### config.mk
export PLATFORM = sky130hd
export DESIGN_NAME = irq_pend_select
export DESIGN_NICKNAME = d
export VERILOG_FILES = /design/src/rtl/irq_sel_pkg.sv /design/src/rtl/irq_pend_reg.sv /design/src/rtl/irq_claim_reg.sv /design/src/rtl/irq_gate.sv /design/src/rtl/irq_lsb_pick.sv /design/src/rtl/irq_pend_select.sv
export SDC_FILE = /design/constraint.sdc
export NUM_CORES = 1
export LEC_CHECK = 0
export BUFFER_PORTS_ARGS = -buffer_cell sky130_fd_sc_hd__buf_2
export CAP_MARGIN = 20
export CELL_PAD_IN_SITES_DETAIL_PLACEMENT = 0
export CELL_PAD_IN_SITES_GLOBAL_PLACEMENT = 1
export CORE_ASPECT_RATIO = 1.5
export CORE_MARGIN = 5
export CORE_UTILIZATION = 30
export DETAILED_ROUTE_END_ITERATION = 8
export HOLD_SLACK_MARGIN = 0.1
export PLACE_DENSITY = 0.78
export SETUP_SLACK_MARGIN = 0.15
export SYNTH_ARGS = -nofsm -noshare
export SYNTH_HDL_FRONTEND = slang
export SYNTH_SLANG_ARGS = --single-unit
### constraint.sdc
create_clock -name clk -period 5.8 [get_ports clk]
set_clock_uncertainty 0.1 [all_clocks]
set_input_delay 1.74 -clock clk [delete_from_list [all_inputs] [get_ports clk]]
set_output_delay 1.74 -clock clk [all_outputs]
set_load 0.1 [all_outputs]
### src/rtl/irq_sel_pkg.sv
package irq_sel_pkg;
   typedef enum logic [1:0] {
      LVL_USER  = 2'd0,
      LVL_SUPER = 2'd1,
      LVL_MACH  = 2'd3
   } lvl_e;

   localparam int LVL_W = 2;
endpackage

### src/rtl/irq_pend_reg.sv
module irq_pend_reg #(
   parameter int W = 32
) (
   input  logic         clk,
   input  logic         rst_n,
   input  logic         wr_en,
   input  logic [W-1:0] wr_mask,
   input  logic [W-1:0] wr_val,
   output logic [W-1:0] pend,
   output logic         any_pend
);
   logic [W-1:0] nxt;

   always_comb begin
      nxt = pend;
      if (wr_en) nxt = (pend & ~wr_mask) | (wr_val & wr_mask);
   end

   always_ff @(posedge clk) begin
      if (!rst_n) pend <= '0;
      else        pend <= nxt;
   end

   assign any_pend = |pend;
endmodule

### src/rtl/irq_claim_reg.sv
module irq_claim_reg #(
   parameter int W = 32
) (
   input  logic         clk,
   input  logic         rst_n,
   input  logic         req,
   input  logic [W-1:0] bits,
   output logic         grant,
   output logic [W-1:0] owned
);
   logic overlap;

   assign overlap = |(owned & bits);
   assign grant   = req & ~overlap;

   always_ff @(posedge clk) begin
      if (!rst_n)     owned <= '0;
      else if (grant) owned <= owned | bits;
   end
endmodule

### src/rtl/irq_gate.sv
module irq_gate
   import irq_sel_pkg::*;
#(
   parameter int W = 32
) (
   input  logic [W-1:0]     pend,
   input  logic [W-1:0]     en,
   input  logic [W-1:0]     deleg,
   input  logic [LVL_W-1:0] lvl,
   input  logic             m_ie,
   input  logic             s_ie,
   output logic [W-1:0]     eligible
);
   logic         m_open;
   logic         s_open;
   logic [W-1:0] active;
   logic [W-1:0] m_side;
   logic [W-1:0] s_side;

   always_comb begin
      m_open = (lvl < LVL_MACH)  || ((lvl == LVL_MACH)  && m_ie);
      s_open = (lvl < LVL_SUPER) || ((lvl == LVL_SUPER) && s_ie);
   end

   assign active   = pend & en;
   assign m_side   = active & ~deleg & {W{m_open}};
   assign s_side   = active &  deleg & {W{s_open}};
   assign eligible = m_side | s_side;
endmodule

### src/rtl/irq_lsb_pick.sv
module irq_lsb_pick #(
   parameter int W         = 32,
   parameter bit SEGMENTED = 1'b1,
   parameter int GRP       = 8
) (
   input  logic [W-1:0]         vec,
   output logic                 any,
   output logic [$clog2(W)-1:0] idx
);
   localparam int IDX_W = $clog2(W);

   if (W < 2) begin : g_bad_w
      $error("irq_lsb_pick: W must be at least 2");
   end

   assign any = |vec;

   if (!SEGMENTED) begin : g_linear
      always_comb begin
         idx = '0;
         for (int i = W - 1; i >= 0; i--) begin
            if (vec[i]) idx = IDX_W'(i);
         end
      end
   end else begin : g_segmented
      localparam int NG   = W / GRP;
      localparam int GI_W = $clog2(GRP);

      if ((GRP < 2) || ((W % GRP) != 0)) begin : g_bad_grp
         $error("irq_lsb_pick: GRP must be >= 2 and divide W");
      end

      logic [NG-1:0]   grp_any;
      logic [GI_W-1:0] grp_idx [NG];

      for (genvar g = 0; g < NG; g++) begin : g_grp
         logic [GRP-1:0] slice;
         assign slice      = vec[g*GRP +: GRP];
         assign grp_any[g] = |slice;
         always_comb begin
            grp_idx[g] = '0;
            for (int j = GRP - 1; j >= 0; j--) begin
               if (slice[j]) grp_idx[g] = GI_W'(j);
            end
         end
      end

      always_comb begin
         idx = '0;
         for (int g = NG - 1; g >= 0; g--) begin
            if (grp_any[g]) idx = IDX_W'(g * GRP) + IDX_W'(grp_idx[g]);
         end
      end
   end
endmodule

### src/rtl/irq_pend_select.sv
module irq_pend_select
   import irq_sel_pkg::*;
#(
   parameter int IRQ_W     = 32,
   parameter bit SEGMENTED = 1'b1,
   parameter int GRP       = 8,
   parameter int CAUSE_W   = $clog2(IRQ_W)
) (
   input  logic               clk,
   input  logic               rst_n,
   input  logic               pend_wr_en,
   input  logic [IRQ_W-1:0]   pend_wr_mask,
   input  logic [IRQ_W-1:0]   pend_wr_val,
   input  logic [IRQ_W-1:0]   enable_vec,
   input  logic [IRQ_W-1:0]   deleg_mask,
   input  logic [1:0]         priv_lvl,
   input  logic               m_gie,
   input  logic               s_gie,
   input  logic               claim_req,
   input  logic [IRQ_W-1:0]   claim_bits,
   output logic [IRQ_W-1:0]   pend_q,
   output logic               hard_req,
   output logic [IRQ_W-1:0]   claimed_q,
   output logic               claim_ok,
   output logic               take_irq,
   output logic [CAUSE_W-1:0] irq_cause
);
   if ((IRQ_W < 2) || (IRQ_W > 64)) begin : g_bad_irq_w
      $error("irq_pend_select: IRQ_W out of range 2..64");
   end
   if (CAUSE_W != $clog2(IRQ_W)) begin : g_bad_cause_w
      $error("irq_pend_select: CAUSE_W must equal clog2(IRQ_W)");
   end

   logic [IRQ_W-1:0]   eligible;
   logic               pick_any;
   logic [CAUSE_W-1:0] pick_idx;

   irq_pend_reg #(.W(IRQ_W)) u_pend (
      .clk      (clk),
      .rst_n    (rst_n),
      .wr_en    (pend_wr_en),
      .wr_mask  (pend_wr_mask),
      .wr_val   (pend_wr_val),
      .pend     (pend_q),
      .any_pend (hard_req)
   );

   irq_claim_reg #(.W(IRQ_W)) u_claim (
      .clk   (clk),
      .rst_n (rst_n),
      .req   (claim_req),
      .bits  (claim_bits),
      .grant (claim_ok),
      .owned (claimed_q)
   );

   irq_gate #(.W(IRQ_W)) u_gate (
      .pend     (pend_q),
      .en       (enable_vec),
      .deleg    (deleg_mask),
      .lvl      (priv_lvl),
      .m_ie     (m_gie),
      .s_ie     (s_gie),
      .eligible (eligible)
   );

   irq_lsb_pick #(.W(IRQ_W), .SEGMENTED(SEGMENTED), .GRP(GRP)) u_pick (
      .vec (eligible),
      .any (pick_any),
      .idx (pick_idx)
   );

   assign take_irq  = pick_any;
   assign irq_cause = pick_any ? pick_idx : '0;
endmodule

Word-level counts from Yosys, hierarchy flattened
Cells that the tools add are included.
{"block": "totals", "ramBits": 0, "reg_bits": 64, "latchBits": 0, "mem_count": 0, "output_inout_bits": 72, "romBits": 0, "inputBits": 168, "wordCells": 72}
{"block": "op_classes", "div_mod_pow": 0, "n_mul": 0, "n_addsub": 3, "reduce_logical": 11, "order_cmp": 2, "n_shift": 0, "muxes": 37, "eq_ne": 2, "bitwise_logic": 15}
{"op": "32-bit bitwise AND", "n": 8}
{"op": "3-bit 2-to-1 mux", "n": 32}
{"op": "32-bit OR", "n": 3}
{"op": "32-bit OR reduction", "n": 3}
{"op": "32-bit inverter", "n": 2}
{"op": "8-bit OR reduction", "n": 4}
{"op": "5-bit 2-to-1 mux", "n": 5}
{"op": "4-bit by 3-bit adder with 5-bit output (first input constant)", "n": 1}
{"op": "4-bit by 4-bit adder with 5-bit output (first input constant)", "n": 1}
{"op": "5-bit by 3-bit adder with 5-bit output (first input constant)", "n": 1}
{"op": "2-bit by 1-bit equality test with 1-bit output (second input constant)", "n": 1}
{"op": "2-bit equality test (second input constant)", "n": 1}
{"op": "1-bit logical AND", "n": 2}
{"op": "1-bit logical OR", "n": 2}
{"op": "2-bit by 1-bit less-than comparator with 1-bit output (second input constant)", "n": 1}
{"op": "2-bit less-than comparator (second input constant)", "n": 1}
{"op": "1-bit bitwise AND", "n": 1}
{"op": "1-bit inverter", "n": 1}

Longest topological paths before layout
{"block": "logic_depth", "ltp_word": 19, "ltp_mapped": 10, "ltp_nobuf": 7}

Hierarchy
From an unflattened synthesis, not the netlist that was laid out.
{"block": "unflattened", "cells_unflattened": 551, "hier_area_um2": 4688.2}
{"module": "irq_claim_reg", "cells_per_inst": 190, "n_inst": 1, "area_each_um2": 1799.2}
{"module": "irq_pend_reg", "cells_per_inst": 181, "n_inst": 1, "area_each_um2": 1407.6}
{"module": "irq_gate", "cells_per_inst": 110, "n_inst": 1, "area_each_um2": 1042.2}
{"module": "irq_lsb_pick", "cells_per_inst": 65, "n_inst": 1, "area_each_um2": 407.9}
{"module": "irq_pend_select", "cells_per_inst": 5, "n_inst": 1, "area_each_um2": 31.3}

Least setup slack after synthesis
OpenSTA, ideal clock, no wires.
{"block": "synth_timing", "kind": "input to output", "from": "input m_gie", "to": "output irq_cause[1]", "t_arrival_ns": 5.127, "stages": 7, "path_slack_ns": -1.167, "path_cell_list": "nand3b_1 buf_2 a22oi_1 and2_1 nand2_1 or2_1 o32ai_1"}
{"block": "synth_via", "elab_chain_len": 18}
{"element": "start: declaration", "line_no": "irq_pend_select.sv:17", "rtl": "input logic m_gie,"}
{"element": "1-bit logical AND (*)", "line_no": "irq_gate.sv:21", "rtl": "m_open = (lvl < LVL_MACH) || ((lvl == LVL_MACH) && m_ie);"}
{"element": "1-bit logical OR (*)", "line_no": "irq_gate.sv:21"}
{"element": "32-bit bitwise AND (*)", "line_no": "irq_gate.sv:26", "rtl": "assign m_side = active & ~deleg & {W{m_open}};"}
{"element": "32-bit OR (*)", "line_no": "irq_gate.sv:28", "rtl": "assign eligible = m_side | s_side;"}
{"element": "3-bit 2-to-1 mux (8 in a row)", "line_no": "irq_lsb_pick.sv:43", "rtl": "if (slice[j]) grp_idx[g] = GI_W'(j);"}
{"element": "4-bit by 4-bit adder with 5-bit output", "line_no": "irq_lsb_pick.sv:51", "rtl": "if (grp_any[g]) idx = IDX_W'(g * GRP) + IDX_W'(grp_idx[g]);"}
{"element": "5-bit 2-to-1 mux (4 in a row)", "line_no": "irq_lsb_pick.sv:51"}
{"element": "5-bit 2-to-1 mux (*)", "line_no": "irq_pend_select.sv:75", "rtl": "assign irq_cause = pick_any ? pick_idx : '0;"}
{"element": "end: declaration", "line_no": "irq_pend_select.sv:26", "rtl": "output logic [CAUSE_W-1:0] irq_cause"}
Mark *: on every way between the ends. The rest lies on a longest branch, timed or not.

Worst setup path after layout
{"block": "layout_timing", "from": "input priv_lvl[0]", "to": "output irq_cause[1]"}
{"block": "layout_via", "elab_chain_len": 19}
{"element": "start: declaration", "line_no": "irq_pend_select.sv:16", "rtl": "input logic [1:0] priv_lvl,"}
{"element": "2-bit equality test or 2-bit by 1-bit equality test with 1-bit output (tied branches)", "line_no": "irq_gate.sv:21, irq_gate.sv:22"}
{"element": "1-bit logical AND, on equally long branches", "line_no": "irq_gate.sv:21, irq_gate.sv:22"}
{"element": "1-bit logical OR, on equally long branches", "line_no": "irq_gate.sv:21, irq_gate.sv:22"}
{"element": "32-bit bitwise AND, on equally long branches", "line_no": "irq_gate.sv:26, irq_gate.sv:27"}
{"element": "32-bit OR (*)", "line_no": "irq_gate.sv:28"}
{"element": "3-bit 2-to-1 mux (8 in a row)", "line_no": "irq_lsb_pick.sv:43"}
{"element": "4-bit by 4-bit adder with 5-bit output", "line_no": "irq_lsb_pick.sv:51"}
{"element": "5-bit 2-to-1 mux (4 in a row)", "line_no": "irq_lsb_pick.sv:51"}
{"element": "5-bit 2-to-1 mux (*)", "line_no": "irq_pend_select.sv:75"}
Marks and branches as above.

==> key figures <==
Outcome
  • Status: finished, final reports clean

Floorplan
  • Chip Height: 153 µm
  • Die ar.: between 0.015 and 0.02 mm²
  • Row count: 52
  • # IOs: 240
  • Core ar.: 0.0134 mm²
  • Initial Util: 30.4%
  • Die Wd: between 100 and 150 µm

Yosys
  • Register area share after synthesis: approximately a third
  • Syn_nets: ~700
  • Area leader, netlist: dfxtp_1
  • Synth Area in Compound Gates: a little under a third
  • Post-Syn Instances: roughly 540
  • Post-synthesis cell area: just over 0.004 mm²
  • YS warnings: 0
  • Multiplexer area fraction after synthesis: 0%
  • Top post-synthesis cells by area: dfxtp_1 (31%), nand2_1 (9.4%), nand3_1 (7.7%)
  • Synthesized flop and latch total: 64
  • Ys flop type: dfxtp_1
  • Main combinational cell family by area after synthesis: simple AND/OR/NAND/NOR gates
  • Async set or reset register ratio after synthesis: 0%
  • Number of flops mapped to enable cells by yosys: 0
  • Mean Syn Cell Area: 7.51 µm²
  • Synth Area in Adders: 0%
  • Yosys top cell area share: between 30% and 40%
  • Post-Synth XOR/XNOR Area: 0%
  • Synth unique cells: 56
  • Simple-gate share of the synthesized area: 33.3%

Timing
  • Hold WS: roughly 0.42 ns
  • Worst-margin pin slew: 1.01 ns
  • Max Transition Viols Final: 0
  • # setup viols final: 0
  • RSZ-0062 raised after global routing: false
  • Final hold violation count: 0
  • Crit path time final: between 5 and 6 ns
  • Period utilization: between 90 and 100%
  • Setup TNS Final: 0 ns
  • Max_slew headroom: about a third
  • Max frequency: 183 MHz

Worst setup path
  • R2r endpoint: u_claim.owned[15]$_SDFFE_PN0P_
  • Startpoint Class: input pin
  • Worst Path Required: between 3 and 4 ns
  • Setup CP Type: in2out
  • CP endpoint kind: output pin
  • Arrival time worst endpoint: approximately 3.6 ns
  • Worst Setup SP: priv_lvl[0]
  • Worst setup path endpoint: irq_cause[1]
  • Reg2reg start: u_claim.owned[17]$_SDFFE_PN0P_
  • R2R cell count: 7
  • Worst-path maximum fanout: 8
  • R2R setup slack: about 3.4 ns

Global route
  • First-pass GRT wire length: ~25 mm
  • Gr ovfl total: 0
  • Initial antenna violation count: 4
  • Largest net degree at the start of global routing: 65
  • Total track usage: ~19%
  • Vias in the first global route: ~5,000

CTS
  • Clock slew at reported path FFs: around 0.060 ns
  • CTS tree: built
  • H-tree depth: 3
  • CTS buffer count: 9
  • # hold bufs at CTS: 0
  • Max clock buf depth: 2
  • Root Buffer: clkbuf_16
  • Later-pin clock latency in the skew report: around 0.33 ns
  • Clock sinks: 64

Placement
  • HPWL after DPL: 13.4 mm
  • GPL Wtd Cong: 0.875
  • PortBufs: between 200 and 250

Route
  • Routed Antenna Nets: 0
  • Via count: ~5,100
  • Post-Route WL: approximately 16 mm
  • Initial DRC Count: 182
  • DRT Pass-1 Iters: 4
  • Avg WL per Cell: between 15 and 20 µm
  • Post-route DRC: 0
  • Via/cell ratio: approximately 5.4

Cells and area
  • Area growth syn-to-layout: 45.6%
  • Final net count: roughly 950
  • Commonest non-fill, non-tap cell in the layout: buf_2
  • Share of layout cells above drive strength 1: 36.8%
  • Number of fillers in the final layout: about 1,400
  • Most frequent cells in the layout: buf_2 (232), nand2_1 (102), dfxtp_1 (64)
  • Register area: between 0.001 and 0.0015 mm²
  • Multi-input logic area: between 0.002 and 0.003 mm²

Power and ir drop
  • Leakage: about 2.6 nW
  • Pwr per Cell Area: ~340 mW/mm²
  • Max VDD drop: between 0.2 and 0.25 mV

Min path
  • Min-delay worst type: reg2reg

Flow run
  • Max cap viols: 0
-- worst min-delay path by stage --
stage / from / to / slack, ns / cells past startpoint
2_1_floorplan: register / register / 0.81 / 2
3_3_place_gp: u_claim.owned[2]$_SDFFE_PN0P_ / u_claim.owned[2]$_SDFFE_PN0P_ / 0.39 / 2
3_5_place_dp: u_claim.owned[1]$_SDFFE_PN0P_ / u_claim.owned[1]$_SDFFE_PN0P_ / 0.40 / 2
4_1_cts: u_claim.owned[3]$_SDFFE_PN0P_ / u_claim.owned[3]$_SDFFE_PN0P_ / 0.42 / 2
5_1_grt: u_claim.owned[2]$_SDFFE_PN0P_ / u_claim.owned[2]$_SDFFE_PN0P_ / 0.43 / 2
6_report: register / register / 0.42 / 2
-- synth_stat cells, drive strengths merged (7+ instances only) --
master  number
a22o         7
nand4        7
o22ai        9
nor4         9
nand3       63
nand2      102
nor2b       33
a211oi      13
clkbuf      14
a221oi       8
dfxtp       64
a21boi      33
a22oi       10
nand3b      18
a21oi       52
buf         14
nor2        28
o21ai       10
-- cell families after synthesis --
| group | count (synthesis) |
|---|---|
| AND/OR/NAND/NOR | 273 |
| flip-flops | 64 |
| AO/OA/AOI/OAI | 177 |
| buffers and inverters | 28 |
-- where the power goes --
part | switching [W] | internal, W
Combinational | 0.000607 | 0.000220
Sequential | 0.0000420 | 0.000483
Clock | 0.000212 | 0.000434
Total | 0.000861 | 0.00114
-- critical path, cell delays in order --
cell and delay [ns]:
buf_2 0.10, nor2b_4 0.22, nor2_4 0.10, buf_4 0.17, a22oi_2 0.18, and2_1 0.19
nand2_1 0.10, or2_1 0.28, o32ai_4 0.32, buf_12 0.21
-- routing by layer --
layer | track usage (%) | part of all wire, % | vias up
met5 | 0 | 0.079 | -
met4 | 10.4 | 4.8 | 2
met3 | 5.77 | 7.2 | 55
met2 | 34.4 | 51 | 208
met1 | 20.1 | 37 | 2350
li1 | - | - | 2497
-- per-stage QoR --
step	utilization, %	power, W	instance area [µm²]	setup WS [ns]	std cells
floorplan	-	0.00113	4080	-0.188	542
global placement	40.9	0.00135	5480	0.155	923
detailed placement	40.9	0.00135	5480	0.192	923
CTS	43.5	0.00201	5830	0.174	939
global route	44.2	0.00209	5930	0.163	948
finish	44.2	0.00200	5930	0.329	948
-- layout make-up --
class                      instances  share of cell area [%]
multi-input combinational        450                    45.1
clock inverter                     6                    1.94
sequential                        64                    21.6
tap                              162                    3.42
timing repair buffer             253                    23.7
antenna                            3                   0.127
clock buffer                      10                    4.03
-- timing repair --
| item | 4_1_cts | 5_1_grt |
|---|---|---|
| buffers inserted | 0 | 6 |
| setup endpoints to repair | 0 | 3 |
| gates resized for setup | 0 | 10 |
Power figures use the tool's default switching activity.
